--- config.mk ---
export PLATFORM = sky130hd
export DESIGN_NAME = gpio_sclk_pin
export DESIGN_NICKNAME = d
export VERILOG_FILES = /design/src/rtl/gpio_sclk_pkg.sv /design/src/rtl/gpio_sclk_regs.sv /design/src/rtl/gpio_sclk_sync.sv /design/src/rtl/gpio_sclk_mux.sv /design/src/rtl/gpio_sclk_pin.sv
export SDC_FILE = /design/constraint.sdc
export NUM_CORES = 1
export LEC_CHECK = 0
export ABC_CLOCK_PERIOD_IN_PS = 1400
export CAP_MARGIN = 20
export CORE_AREA = 2 2 39 41
export DETAILED_ROUTE_END_ITERATION = 12
export DIE_AREA = 0 0 41 43
export GPL_TIMING_DRIVEN = 1
export SYNTH_ARGS = -nofsm -noshare
export SYNTH_HDL_FRONTEND = slang
export SYNTH_SLANG_ARGS = --single-unit
--- constraint.sdc ---
create_clock -name clk -period 1.4 [get_ports clk]
set_clock_uncertainty 0.2 [all_clocks]
set_input_delay 0.35 -clock clk [delete_from_list [all_inputs] [get_ports clk]]
set_output_delay 0.35 -clock clk [all_outputs]
set_load 0.05 [all_outputs]
--- src/rtl/gpio_sclk_pkg.sv ---
package gpio_sclk_pkg;
  typedef enum logic [1:0] {
    REG_DIR   = 2'd0,
    REG_DATA  = 2'd1,
    REG_PDINH = 2'd2,
    REG_RSVD  = 2'd3
  } reg_sel_e;

  // Output-buffer enable: serial owner picks by master bit, else direction bit
  function automatic logic drive_en(logic se, logic ms, logic dir);
    return se ? ms : dir;
  endfunction

  // Value presented to the pad buffer
  function automatic logic pad_value(logic se, logic ms, logic sclk, logic data);
    return (se && ms) ? sclk : data;
  endfunction

  // Pulldown only for a CPU-owned input without inhibit
  function automatic logic pull_en(logic se, logic dir, logic inh);
    return !se && !dir && !inh;
  endfunction

  // Slave clock handed to the serial unit
  function automatic logic slave_clk(logic se, logic ms, logic pin);
    return se && !ms && pin;
  endfunction
endpackage

--- src/rtl/gpio_sclk_regs.sv ---
module gpio_sclk_regs
  import gpio_sclk_pkg::*;
#(
  parameter int ADDR_W = 2
) (
  input  logic              clk,
  input  logic              rst_n,
  input  logic              wr,
  input  logic [ADDR_W-1:0] addr,
  input  logic              wdata,
  input  logic              pin_sync,
  output logic              rdata,
  output logic              dir_q,
  output logic              data_q,
  output logic              inh_q
);
  logic sel_dir, sel_data, sel_inh;

  assign sel_dir  = (addr == ADDR_W'(REG_DIR));
  assign sel_data = (addr == ADDR_W'(REG_DATA));
  assign sel_inh  = (addr == ADDR_W'(REG_PDINH));

  always_ff @(posedge clk or negedge rst_n) begin
    if (!rst_n) begin
      dir_q  <= 1'b0;
      data_q <= 1'b0;
      inh_q  <= 1'b0;
    end else if (wr) begin
      if (sel_dir)  dir_q  <= wdata;
      if (sel_data) data_q <= wdata;
      if (sel_inh)  inh_q  <= wdata;
    end
  end

  always_comb begin
    rdata = 1'b0;
    if (sel_dir)  rdata = dir_q;
    if (sel_data) rdata = dir_q ? data_q : pin_sync;
    if (sel_inh)  rdata = inh_q;
  end
endmodule

--- src/rtl/gpio_sclk_sync.sv ---
module gpio_sclk_sync #(
  parameter int STAGES = 2
) (
  input  logic clk,
  input  logic rst_n,
  input  logic d,
  output logic q
);
  logic [STAGES-1:0] chain;

  generate
    if (STAGES == 1) begin : g_one
      always_ff @(posedge clk or negedge rst_n)
        if (!rst_n) chain <= '0;
        else        chain <= d;
    end else begin : g_many
      always_ff @(posedge clk or negedge rst_n)
        if (!rst_n) chain <= '0;
        else        chain <= {chain[STAGES-2:0], d};
    end
  endgenerate

  assign q = chain[STAGES-1];
endmodule

--- src/rtl/gpio_sclk_mux.sv ---
module gpio_sclk_mux
  import gpio_sclk_pkg::*;
(
  input  logic ser_en,
  input  logic ser_master,
  input  logic ser_clk_out,
  input  logic pad_in,
  input  logic dir_q,
  input  logic data_q,
  input  logic inh_q,
  output logic pad_out,
  output logic pad_oe,
  output logic pad_pd_en,
  output logic ser_clk_in
);
  assign pad_oe     = drive_en(ser_en, ser_master, dir_q);
  assign pad_out    = pad_value(ser_en, ser_master, ser_clk_out, data_q);
  assign pad_pd_en  = pull_en(ser_en, dir_q, inh_q);
  assign ser_clk_in = slave_clk(ser_en, ser_master, pad_in);
endmodule

--- src/rtl/gpio_sclk_pin.sv ---
module gpio_sclk_pin #(
  parameter int ADDR_W      = 2,
  parameter int SYNC_STAGES = 2
) (
  input  logic              clk,
  input  logic              rst_n,
  input  logic              bus_wr,
  input  logic [ADDR_W-1:0] bus_addr,
  input  logic              bus_wdata,
  output logic              bus_rdata,
  input  logic              ser_en,
  input  logic              ser_master,
  input  logic              ser_clk_out,
  output logic              ser_clk_in,
  input  logic              pad_in,
  output logic              pad_out,
  output logic              pad_oe,
  output logic              pad_pd_en
);
  // Named internal events for the bound checker
  logic dir_q, data_q, inh_q, pin_sync, ser_owns;

  assign ser_owns = ser_en;

  gpio_sclk_sync #(.STAGES(SYNC_STAGES)) u_sync (
    .clk(clk), .rst_n(rst_n), .d(pad_in), .q(pin_sync)
  );

  gpio_sclk_regs #(.ADDR_W(ADDR_W)) u_regs (
    .clk(clk), .rst_n(rst_n), .wr(bus_wr), .addr(bus_addr),
    .wdata(bus_wdata), .pin_sync(pin_sync), .rdata(bus_rdata),
    .dir_q(dir_q), .data_q(data_q), .inh_q(inh_q)
  );

  gpio_sclk_mux u_mux (
    .ser_en(ser_en), .ser_master(ser_master), .ser_clk_out(ser_clk_out),
    .pad_in(pad_in), .dir_q(dir_q), .data_q(data_q), .inh_q(inh_q),
    .pad_out(pad_out), .pad_oe(pad_oe), .pad_pd_en(pad_pd_en),
    .ser_clk_in(ser_clk_in)
  );
endmodule

==> results <==
-- metal layers --
metal | global-route usage, % | vias to the layer above | wire length [um]
met3 | 3.66 | 2 | 69
met4 | 10.0 | 0 | 8
met2 | 15.0 | 15 | 327
met5 | 0 | - | 0
met1 | 12.9 | 128 | 268
li1 | - | 135 | -
-- sequential cells by signal, indices dropped and copies added (netlist names) --
signal	cells
u_regs.data_q	1
u_regs.inh_q	1
u_sync.chain	2
u_regs.dir_q	1
-- power groups by stage --
stage | Sequential (mW) | Combinational [mW] | Clock, mW
global route | 0.185 | 0.333 | 0.175
global placement | 0.181 | 0.294 | 0
finish | 0.182 | 0.316 | 0.163
floorplan | 0.184 | 0.141 | 0
detailed placement | 0.180 | 0.297 | 0
CTS | 0.181 | 0.315 | 0.172
-- synth_stat cells --
master and instances:
mux2_2 1, nor3b_1 1, mux2_1 2, nand2_1 3
o221ai_1 1, nand4bb_1 1, nor3_1 1, dfrtp_1 5
nand3b_1 2, o21ai_0 1, mux2_4 1, mux2i_1 1
inv_1 1, nor2_1 1
-- critical path, cell delays in order (launching register included) --
cell and delay (ns):
dfrtp_1 0.40, mux2i_2 0.22, o221ai_4 0.14, buf_12 0.16
-- logic make-up (layout without fill, tap and decap cells) --
| group | Yosys count | in the layout | synth area share [%] |
|---|---|---|---|
| buffers and inverters | 1 | 28 | 1.47 |
| AOI/OAI and AO/OA | 2 | 2 | 5.39 |
| DFF | 5 | 5 | 49.0 |
| muxes | 5 | 5 | 23.0 |
| and+or+nand+nor | 9 | 9 | 21.1 |
-- cell type report --
cell class | instances | area (um2)
Multi-Input combinational cell | 16 | 205
Inverter | 1 | 3.75
Tap cell | 16 | 20.0
Sequential cell | 5 | 125
Timing Repair Buffer | 23 | 246
Fill cell | 144 | 757
Clock buffer | 4 | 26.3
-- through the flow --
step	hold WS, ns	setup WS [ns]
floorplan	-0.146	-0.101
global placement	0.132	-0.594
detailed placement	0.140	-0.662
CTS	0.0617	-0.335
global route	0.0708	-0.343
finish	0.0691	-0.318
-- timing repair --
item / CTS / global route
hold endpoints to repair: 0 / 0
setup buffers: 0 / 0
gates cloned: 0 / 0
gates resized for setup: 28 / 3
pin swaps: 4 / 1
endpoints found under the setup margin: 8 / 5
-- cells in the final DEF (no fill, tap or decap), drive strengths merged --
| cell | instances |
|---|---|
| buf | 17 |
| clkbuf | 5 |
| clkdlybuf4s50 | 2 |
| dfrtp | 5 |
| dlygate4sd2 | 3 |
| inv | 1 |
| mux2 | 4 |
| mux2i | 1 |
| nand2 | 3 |
| nand3b | 2 |
| nand4bb | 1 |
| nor2 | 1 |
| nor3 | 1 |
| nor3b | 1 |
| o21ai | 1 |
| o221ai | 1 |
-- worst max-delay path by stage --
| stage | from | end | slack, ns | cells after the start |
|---|---|---|---|---|
| final | u_regs.dir_q | bus_rdata | -0.32 | 3 |
| after global routing | u_regs.dir_q | pad_oe | -0.34 | 4 |
| after CTS | u_regs.dir_q | bus_rdata | -0.33 | 3 |
| after detailed placement | bus_addr[1] | bus_rdata | -0.66 | 4 |
| after global placement | bus_addr[1] | bus_rdata | -0.59 | 4 |
| after floorplan | u_regs.dir_q | pad_oe | -0.10 | 2 |
==> reports/results.ini <==
[setup_path]
cp-end-kind = output pin
timing.setup.critical_path_class = register to output pin
reg2reg_to = u_regs.dir_q
rr_startpoint = u_regs.dir_q
rrSetupSlack_ns = 0.24
critPathMaxFanout = 4
cp_data_arrival_time_ns = 1.17
cp.required_ns = 0.85
reg2regPathDepth = 2
startpoint_type = register

[place]
finalWeightedCongestion = 0.690
dp_hpwl_um = 563
placedCellCount = 61
placed_area_um2 = 559
port_buffers = 14

[sta]
setup_ws_ns = -0.318
hold_viol_final = 0
max_freq_mhz = 582
tightest_slew_ns = 0.222
slew-limit-headroom_pct = 84.9
rsz0062_at_grt = yes
slew_violations = 0
finalCritPeriodShare_pct = 123
fin_setup_tns_ns = -1.09
period_needed_ns = 1.72
final-setup-viol-count = 4

[clocking]
cts_buffer_depth = 2
cts_tree = built
clkLatencyLatePin_ns = 0.23
htreeDepth = 1
clock_sinks = 5
clkTransAtPathRegs_ns = 0.04
clock-root-buffer = clkbuf_4
cts_inserted_buffers = 3
ctsHoldBuffers = 0

[logic_synthesis]
synth.net_count = 32
yosys.area.top_type = dfrtp_1
avgSynthCellArea_um2 = 11.6
ys_types = 14
netlist_top_cells_area = dfrtp_1, mux2_1, mux2_4
synthCells = 22
yosys_warnings = 0
seq_area_frac_synth_pct = 49.0
synth.top_cell.area_share_pct = 49.0
syn-cell-area_um2 = 255
ys_ff_latch = 5

[cells_and_area]
synthToLayoutAreaGrowth_pct = 146
fin_cells = 65
antenna_cells = 0
fin_util_pct = 45.3
drive_above_1_share_pct = 65.3
final_area_um2 = 627
final_nets = 60

[routing]
first_pass_iters = 1
drc = 0
drt_iter0_drc = 0
vias = 280
routed_via_density = 4.31
wl_per_cell_um = 10.4
wl_um = 674
ant_nets = 0

[floorplanning]
die-height_um = 43
placementRows = 14
start_util_pct = 18.4
core_um2 = 1380
dieArea_um2 = 1760
die_x_um = 41
io_pins = 15

[hold_path]
holdPathStages = 1
hold_class = input pin to register
min_from = pad_in
holdPathEnd = u_sync.chain[0]

[pwr]
ir_worst_vdd_mv = 0.382
power_density_nw_per_um2 = 1060
power_frac_seq_pct = 27.5
p_int_mw = 0.441
leakagePower_nw = 0.277
combPwrFrac_pct = 47.8
finalPower_mw = 0.662
p_clk_share_pct = 24.7
switchingPower_mw = 0.220
switching_share_pct = 33.3

[global_routing]
track_usage_pct = 11.0
antenna_found_initial = 0
grt_max_degree = 6
grt_pass1_vias = 322
grt_overflow = 0
grt_pass1_wl_um = 1240

[status]
status = complete, but fails checks
failed_checks = setup timing

[job]
maxCapViolCount = 0

No activity file was read; power rests on OpenSTA's default activity.
